**src/rtl/cmd_dec_pkg.sv**
```systemverilog
// Shared constants and state types for the serial command decoder.
// Assumes MSB-first fields and one command bit per clock.
package cmd_dec_pkg;
    localparam int HDR_W   = 5;
    localparam int CODE_W  = 4;
    localparam int ID_W    = 4;
    localparam int ADDR_W  = 6;
    localparam int DATA_W  = 16;
    localparam int WID_W   = 6;
    localparam int ERR_W   = 5;
    localparam int CNT_W   = $clog2(DATA_W) + 1;
    localparam int PCNT_W  = WID_W + 1;
    localparam int SH_W    = DATA_W;
    localparam int N_REP   = 3;

    localparam logic [HDR_W-1:0]  HDR_TRIG = 5'b11101;
    localparam logic [HDR_W-1:0]  HDR_CMD  = 5'b10110;
    localparam logic [CODE_W-1:0] FC_BCR   = 4'b0001;
    localparam logic [CODE_W-1:0] FC_ECR   = 4'b0010;
    localparam logic [CODE_W-1:0] FC_CAL   = 4'b0100;
    localparam logic [CODE_W-1:0] FC_SLOW  = 4'b1000;
    localparam logic [CODE_W-1:0] SC_RD    = 4'b0001;
    localparam logic [CODE_W-1:0] SC_WR    = 4'b0010;
    localparam logic [CODE_W-1:0] SC_GRST  = 4'b1000;
    localparam logic [CODE_W-1:0] SC_PULSE = 4'b1001;
    localparam logic [CODE_W-1:0] SC_RUN   = 4'b1010;

    typedef enum logic [2:0] {
        PH_IDLE, PH_HDR, PH_FAST, PH_OPC, PH_CHIP, PH_ADDR, PH_DATA, PH_WIDTH
    } phase_e;

    typedef struct packed {
        logic trig;
        logic tflip;
        logic bcr;
        logic ecr;
        logic cal;
        logic rd;
        logic wr;
        logic grst;
    } strobe_t;

    typedef struct packed {
        phase_e              phase;
        logic [CNT_W-1:0]    cnt;
        logic [SH_W-1:0]     sh;
        logic [CODE_W-1:0]   opc;
        logic                hit;
        logic [ADDR_W-1:0]   addr;
        logic [DATA_W-1:0]   wdata;
        logic [WID_W-1:0]    pwidth;
        logic [PCNT_W-1:0]   pcnt;
        logic                run;
        logic [ERR_W-1:0]    errs;
        strobe_t             stb;
    } dec_state_t;
endpackage

```
**src/rtl/cmd_tmr_reg.sv**
```systemverilog
// One replica of the decoder state register.
// Assumes the all-zero word is the idle state.
module cmd_tmr_reg #(
    parameter int W = 8
) (
    input  logic         clk,
    input  logic         rst_n,
    input  logic [W-1:0] d_i,
    output logic [W-1:0] q_o
);
    // Load the voted next state, or clear on reset.
    always_ff @(posedge clk) begin
        if (!rst_n) q_o <= '0;
        else        q_o <= d_i;
    end
endmodule

```
**src/rtl/cmd_vote.sv**
```systemverilog
// Bitwise two-of-three majority voter with a disagreement flag.
// Assumes at most one replica is corrupted at a time.
module cmd_vote #(
    parameter int W = 8
) (
    input  logic [W-1:0] a_i,
    input  logic [W-1:0] b_i,
    input  logic [W-1:0] c_i,
    output logic [W-1:0] vote_o,
    output logic         mismatch_o
);
    // Majority of each bit position.
    always_comb vote_o = (a_i & b_i) | (b_i & c_i) | (a_i & c_i);
    // Any bit where the three replicas are not identical.
    always_comb mismatch_o = (a_i != b_i) || (b_i != c_i);
endmodule

```
**src/rtl/cmd_next.sv**
```systemverilog
// Next-state logic: shifts in one command bit per clock, frames fields
// by phase and bit count, and raises strobes on completed commands.
// Assumes cur_i is the voted state.
module cmd_next
    import cmd_dec_pkg::*;
(
    input  dec_state_t        cur_i,
    input  logic              bit_i,
    input  logic [ID_W-1:0]   chip_id_i,
    input  logic              mismatch_i,
    output dec_state_t        nxt_o
);
    localparam logic [CNT_W-1:0] LAST_HDR  = CNT_W'(HDR_W - 1);
    localparam logic [CNT_W-1:0] LAST_CODE = CNT_W'(CODE_W - 1);
    localparam logic [CNT_W-1:0] LAST_ADDR = CNT_W'(ADDR_W - 1);
    localparam logic [CNT_W-1:0] LAST_DATA = CNT_W'(DATA_W - 1);
    localparam logic [CNT_W-1:0] LAST_WID  = CNT_W'(WID_W - 1);

    logic [SH_W-1:0]   sh_n;
    logic [HDR_W-1:0]  hdr;
    logic [CODE_W-1:0] code;
    logic              id_hit;

    // Field views of the shift register including the incoming bit.
    always_comb begin
        sh_n   = {cur_i.sh[SH_W-2:0], bit_i};
        hdr    = sh_n[HDR_W-1:0];
        code   = sh_n[CODE_W-1:0];
        id_hit = (code == chip_id_i) || code[ID_W-1];
    end

    // Phase sequencing and command execution.
    always_comb begin
        nxt_o     = cur_i;
        nxt_o.stb = '0;
        nxt_o.sh  = sh_n;
        nxt_o.cnt = cur_i.cnt + 1'b1;
        if (cur_i.pcnt != '0) nxt_o.pcnt = cur_i.pcnt - 1'b1;
        if (mismatch_i && (cur_i.errs != '1)) nxt_o.errs = cur_i.errs + 1'b1;
        case (cur_i.phase)
            PH_IDLE: begin
                nxt_o.cnt = CNT_W'(bit_i);
                if (bit_i) nxt_o.phase = PH_HDR;
            end
            PH_HDR: if (cur_i.cnt == LAST_HDR) begin
                nxt_o.cnt   = '0;
                nxt_o.phase = PH_IDLE;
                if (hdr == HDR_CMD) begin
                    nxt_o.phase = PH_FAST;
                end else if ($countones(hdr ^ HDR_TRIG) <= 1 && cur_i.run) begin
                    nxt_o.stb.trig  = 1'b1;
                    nxt_o.stb.tflip = (hdr != HDR_TRIG);
                end
            end
            PH_FAST: if (cur_i.cnt == LAST_CODE) begin
                nxt_o.cnt   = '0;
                nxt_o.phase = PH_IDLE;
                case (code)
                    FC_BCR:  nxt_o.stb.bcr = cur_i.run;
                    FC_ECR:  nxt_o.stb.ecr = cur_i.run;
                    FC_CAL:  nxt_o.stb.cal = cur_i.run;
                    FC_SLOW: nxt_o.phase = PH_OPC;
                    default: nxt_o.phase = PH_IDLE;
                endcase
            end
            PH_OPC: if (cur_i.cnt == LAST_CODE) begin
                nxt_o.cnt   = '0;
                nxt_o.opc   = code;
                nxt_o.phase = (code == SC_RD || code == SC_WR || code == SC_GRST ||
                               code == SC_PULSE || code == SC_RUN) ? PH_CHIP : PH_IDLE;
            end
            PH_CHIP: if (cur_i.cnt == LAST_CODE) begin
                nxt_o.cnt   = '0;
                nxt_o.hit   = id_hit;
                nxt_o.phase = PH_IDLE;
                case (cur_i.opc)
                    SC_RD, SC_WR: nxt_o.phase = PH_ADDR;
                    SC_PULSE:     nxt_o.phase = PH_WIDTH;
                    SC_GRST: if (id_hit) begin
                        nxt_o.stb.grst = 1'b1;
                        nxt_o.run      = 1'b0;
                        nxt_o.pcnt     = '0;
                    end
                    SC_RUN: if (id_hit) nxt_o.run = 1'b1;
                    default: nxt_o.phase = PH_IDLE;
                endcase
            end
            PH_ADDR: if (cur_i.cnt == LAST_ADDR) begin
                nxt_o.cnt  = '0;
                nxt_o.addr = sh_n[ADDR_W-1:0];
                if (cur_i.opc == SC_WR) begin
                    nxt_o.phase = PH_DATA;
                end else begin
                    nxt_o.phase  = PH_IDLE;
                    nxt_o.stb.rd = cur_i.hit;
                end
            end
            PH_DATA: if (cur_i.cnt == LAST_DATA) begin
                nxt_o.cnt    = '0;
                nxt_o.phase  = PH_IDLE;
                nxt_o.wdata  = sh_n[DATA_W-1:0];
                nxt_o.stb.wr = cur_i.hit;
            end
            PH_WIDTH: if (cur_i.cnt == LAST_WID) begin
                nxt_o.cnt   = '0;
                nxt_o.phase = PH_IDLE;
                if (cur_i.hit) begin
                    nxt_o.pwidth = sh_n[WID_W-1:0];
                    nxt_o.pcnt   = {1'b0, sh_n[WID_W-1:0]} + 1'b1;
                end
            end
            default: nxt_o.phase = PH_IDLE;
        endcase
    end
endmodule

```
**src/rtl/cmd_decoder_tmr.sv**
```systemverilog
// Top level: three state replicas, a majority voter and shared next-state
// logic fed from the voted state. Assumes a single upset per clock.
module cmd_decoder_tmr
    import cmd_dec_pkg::*;
(
    input  logic              clk,
    input  logic              rst_n,
    input  logic              cmd_i,
    input  logic [ID_W-1:0]   chip_id_i,
    output logic              trig_o,
    output logic              trig_flip_o,
    output logic              bcr_o,
    output logic              ecr_o,
    output logic              cal_o,
    output logic              rd_o,
    output logic              wr_o,
    output logic [ADDR_W-1:0] reg_addr_o,
    output logic [DATA_W-1:0] wr_data_o,
    output logic              greset_o,
    output logic              gpulse_o,
    output logic [WID_W-1:0]  pulse_width_o,
    output logic              run_mode_o,
    output logic [ERR_W-1:0]  flip_count_o
);
    localparam int SW = $bits(dec_state_t);

    logic [SW-1:0] rep_q [N_REP];
    logic [SW-1:0] cur_bits;
    logic [SW-1:0] nxt_bits;
    logic          mism;
    dec_state_t    cur;
    dec_state_t    nxt;

    generate
        for (genvar g = 0; g < N_REP; g++) begin : g_rep
            cmd_tmr_reg #(.W(SW)) u_reg (
                .clk   (clk),
                .rst_n (rst_n),
                .d_i   (nxt_bits),
                .q_o   (rep_q[g])
            );
        end
    endgenerate

    cmd_vote #(.W(SW)) u_vote (
        .a_i        (rep_q[0]),
        .b_i        (rep_q[1]),
        .c_i        (rep_q[2]),
        .vote_o     (cur_bits),
        .mismatch_o (mism)
    );

    // Typed views of the voted and next state words.
    always_comb begin
        cur      = dec_state_t'(cur_bits);
        nxt_bits = SW'(nxt);
    end

    cmd_next u_next (
        .cur_i      (cur),
        .bit_i      (cmd_i),
        .chip_id_i  (chip_id_i),
        .mismatch_i (mism),
        .nxt_o      (nxt)
    );

    // Outputs come straight from the voted state.
    always_comb begin
        trig_o        = cur.stb.trig;
        trig_flip_o   = cur.stb.tflip;
        bcr_o         = cur.stb.bcr;
        ecr_o         = cur.stb.ecr;
        cal_o         = cur.stb.cal;
        rd_o          = cur.stb.rd;
        wr_o          = cur.stb.wr;
        greset_o      = cur.stb.grst;
        reg_addr_o    = cur.addr;
        wr_data_o     = cur.wdata;
        gpulse_o      = (cur.pcnt != '0);
        pulse_width_o = cur.pwidth;
        run_mode_o    = cur.run;
        flip_count_o  = cur.errs;
    end
endmodule

```
**config.mk**
```make
export PLATFORM = sky130hd
export DESIGN_NAME = cmd_decoder_tmr
export DESIGN_NICKNAME = d
export VERILOG_FILES = /design/src/rtl/cmd_dec_pkg.sv /design/src/rtl/cmd_tmr_reg.sv /design/src/rtl/cmd_vote.sv /design/src/rtl/cmd_next.sv /design/src/rtl/cmd_decoder_tmr.sv
export SDC_FILE = /design/constraint.sdc
export NUM_CORES = 1
export LEC_CHECK = 0
export ABC_CLOCK_PERIOD_IN_PS = 2650
export BUFFER_PORTS_ARGS = -buffer_cell sky130_fd_sc_hd__buf_2
export CORE_AREA = 2 2 98 100
export DETAILED_ROUTE_END_ITERATION = 7
export DIE_AREA = 0 0 100 102
export GPL_TIMING_DRIVEN = 0
export REMOVE_ABC_BUFFERS = 1
export SYNTH_ARGS = -nofsm -noshare
export SYNTH_HDL_FRONTEND = slang
export SYNTH_SLANG_ARGS = --single-unit
```
**constraint.sdc**
```tcl
create_clock -name clk -period 2.65 [get_ports clk]
set_clock_uncertainty 0.2 [all_clocks]
set_input_delay 0.53 -clock clk [delete_from_list [all_inputs] [get_ports clk]]
set_output_delay 0.53 -clock clk [all_outputs]
set_load 0.02 [all_outputs]
```
==> metrics.csv <==
stage;metric;value;unit
worst_setup_path;endpoint_kind;output pin;
logic_synthesis;synth_cell_types;59;
timing;fin_crit_sh;97.3;%
logic_synthesis;synth_area;3540;µm²
route;first_iter_violations;192;
timing;hold_viol;0;
timing;setup_slack;71.6;ps
cells_and_area;design_area;3850;µm²
global_route;grt_max_degree;38;
die;die_w;100;µm
route;wl_per_cell;14.6;µm
logic_synthesis;yosysTopAreaCell;dfxtp_1;
place;place_ws;-339;ps
logic_synthesis;synth_top_area_share;40.7;%
timing;slew_viol_final;0;
logic_synthesis;ys_async_sr_fraction;0;%
clock_tree;cts-root-buf;clkbuf_8;
logic_synthesis;ys.flop_type;dfxtp_1;
timing;rsz0062_at_grt;false;
flow_run;drv_cap;0;
logic_synthesis;ys_warn_count;0;
timing;timing.fmax;0.388;GHz
die;core;9110;µm²
worst_setup_path;worst-r2r-setup-slack;150;ps
logic_synthesis;syn_area_per_cell;8.71;µm²
clock_tree;cts_max_level;3;
worst_hold_path;hold_class;reg -> reg;
place;placed_area;3580;µm²
route;routed_wl;7790;µm
power_and_ir_drop;p_per_area;537;nW/µm²
clock_tree;path_clk_slew;80;ps
place;dp_hpwl;5370;µm
clock_tree;clockBufferDepth;2;
clock_tree;cts_buffers;9;
timing;fin_crit;2580;ps
clock_tree;holdBufCountCts;0;
die;io-pin-count;50;
power_and_ir_drop;p_leak;1.52;nW
cells_and_area;largest_register;g_rep.u_reg.q_o;
die;start_util;38.9;%
logic_synthesis;synth.area.top_cells;dfxtp_1 41%, buf_4 7.0%, nand2_1 5.8%, ha_1 5.3%, a21oi_1 4.1%;
timing;relSlewSlack;44.1;%
global_route;overflow;0;
logic_synthesis;syn_inst;407;
cells_and_area;largestRegisters;g_rep.u_reg.q_o (72);
clock_tree;clk_latency;340;ps
logic_synthesis;ys_seq_area_share;40.7;%
cells_and_area;num_antenna_cells;0;
worst_setup_path;worstPathMaxFanout;3;
route;vias_per_cell;5.15;
worst_setup_path;reg2reg_depth;7;
worst_setup_path;crit_required;1920;ps
cells_and_area;largest_reg_flops;72;
route;antenna_left;0;
worst_hold_path;hold_depth;2;
worst_setup_path;path_class;reg -> out;
place;portBuffers;44;
timing;tightest_slew;832;ps
global_route;grt_use_total;15.4;%
clock_tree;cts_sinks;72;
die;die_area;10200;µm²
cells_and_area;layout-area-overhead-vs-synth;8.68;%
global_route;antenna_found_initial;0;
timing;setup_violations;0;
place;place.gp.congestion;0.852;
route;vias;2740;
die;die_h;102;µm
clock_tree;cts_tree;yes;
cells_and_area;nNetsFinal;440;
cells_and_area;layout-drive-gt1-share;20.2;%
global_route;first_global_vias;2511;
status;status;completed;
route;firstDrtPassIters;5;
cells_and_area;fillers;906;
die;rows;35;
worst_setup_path;startpoint_type;flip-flop;
logic_synthesis;ys_ff_latch;72;
global_route;grt_pass1_wl;12400;µm
logic_synthesis;synth-edff-count;0;
route;drc;0;
power_and_ir_drop;vdd_drop_max;274;µV
power_and_ir_drop;power;2.07;mW
worst_setup_path;cp_data_arrival_time;1850;ps
-- power by group --
group	total, mW	internal [mW]	switching [mW]
clock	0.871	0.440	0.431
sequential	1.10	1.09	0.0191
combinational	0.0946	0.0317	0.0629
total	2.07	1.56	0.513
-- logic make-up (layout without fill, tap and decap cells) --
group                      count (synthesis)  count (layout)  synth area share, %
muxes                                     14              14                 4.02
and+or+nand+nor                          154             154                 22.1
other                                      1               5                0.106
AOI/OAI and AO/OA                         67              67                 12.8
adders and majority gates                 17              17                 6.42
DFF                                       72              72                 40.7
xor gates and xnor gates                  10              10                 2.47
buffers and inverters                     72              82                 11.3
-- path summary, 6_finish.rpt --
path	endpoint	from
setup / recovery	gpulse_o	g_rep[2].u_reg.q_o[15]$_SDFF_PN0_
hold / removal	g_rep[2].u_reg.q_o[42]$_SDFFE_PN0P_	g_rep[2].u_reg.q_o[68]$_SDFF_PN0_
setup reg to reg	g_rep[2].u_reg.q_o[6]$_SDFF_PP0_	g_rep[2].u_reg.q_o[54]$_SDFF_PN0_
hold reg to reg	g_rep[2].u_reg.q_o[42]$_SDFFE_PN0P_	g_rep[2].u_reg.q_o[68]$_SDFF_PN0_
-- routing by layer --
layer | vias up | routed length, µm | GRT usage, %
met5 | - | 0 | 0
met4 | 0 | 137 | 6.53
met3 | 13 | 371 | 3.83
met2 | 74 | 3580 | 24.1
met1 | 1281 | 3700 | 20.4
li1 | 1372 | - | -
-- cells in the final DEF, fill, tap and decap left out, types with 5 or more instances in the layout --
| master | n |
|---|---|
| mux2i_1 | 12 |
| buf_4 | 5 |
| conb_1 | 5 |
| xor2_1 | 6 |
| o21ai_0 | 7 |
| clkbuf_8 | 9 |
| ha_1 | 14 |
| dfxtp_1 | 67 |
| and3_1 | 6 |
| nand2_1 | 55 |
| nand3_1 | 12 |
| nor2_1 | 25 |
| inv_1 | 17 |
| and2_1 | 15 |
| a21oi_1 | 29 |
| nor3_1 | 9 |
| buf_2 | 42 |
-- synthesized netlist by cell type, types with 10 or more instances --
| cell type | instances |
|---|---|
| mux2i_1 | 12 |
| and2_1 | 15 |
| nor3_1 | 10 |
| a21oi_1 | 29 |
| nand2_1 | 55 |
| dfxtp_1 | 72 |
| buf_4 | 33 |
| clkbuf_1 | 18 |
| nand3_1 | 12 |
| nor2_1 | 25 |
| inv_1 | 17 |
| ha_1 | 15 |
-- area by class of cell --
cell class,count,area (µm²),share of cell area [%]
clock buffers,10,128,3.31
clock inverters,6,67.6,1.75
inverters,18,67.6,1.75
multi-input cells,267,1740,45.1
flip-flops and latches,72,1460,37.8
well taps,111,139,3.61
repair buffers,48,259,6.72
-- critical path, cell delays in order, from the launching register on --
cell and delay [ps]:
dfxtp_2 330, inv_1 50, ha_2 170, or4b_4 470
or3_4 350, buf_6 140
-- stage by stage --
step | instances | hold slack (ps) | setup TNS [ps] | utilization, %
after detailed placement | 512 | 240 | -557 | 39.4
after CTS | 531 | 247 | 0 | 42.0
after floorplan | 357 | 217 | 0 | -
after global placement | 512 | 228 | -538 | 39.4
after global routing | 532 | 264 | 0 | 42.3
final | 532 | 240 | 0 | 42.3
-- timing repair --
action,in CTS,in global routing
pin swaps,2,2
resized for setup,11,5
setup buffers,3,1
setup endpoints to repair,3,9
Note: power is estimated with default switching activity, not from simulation.
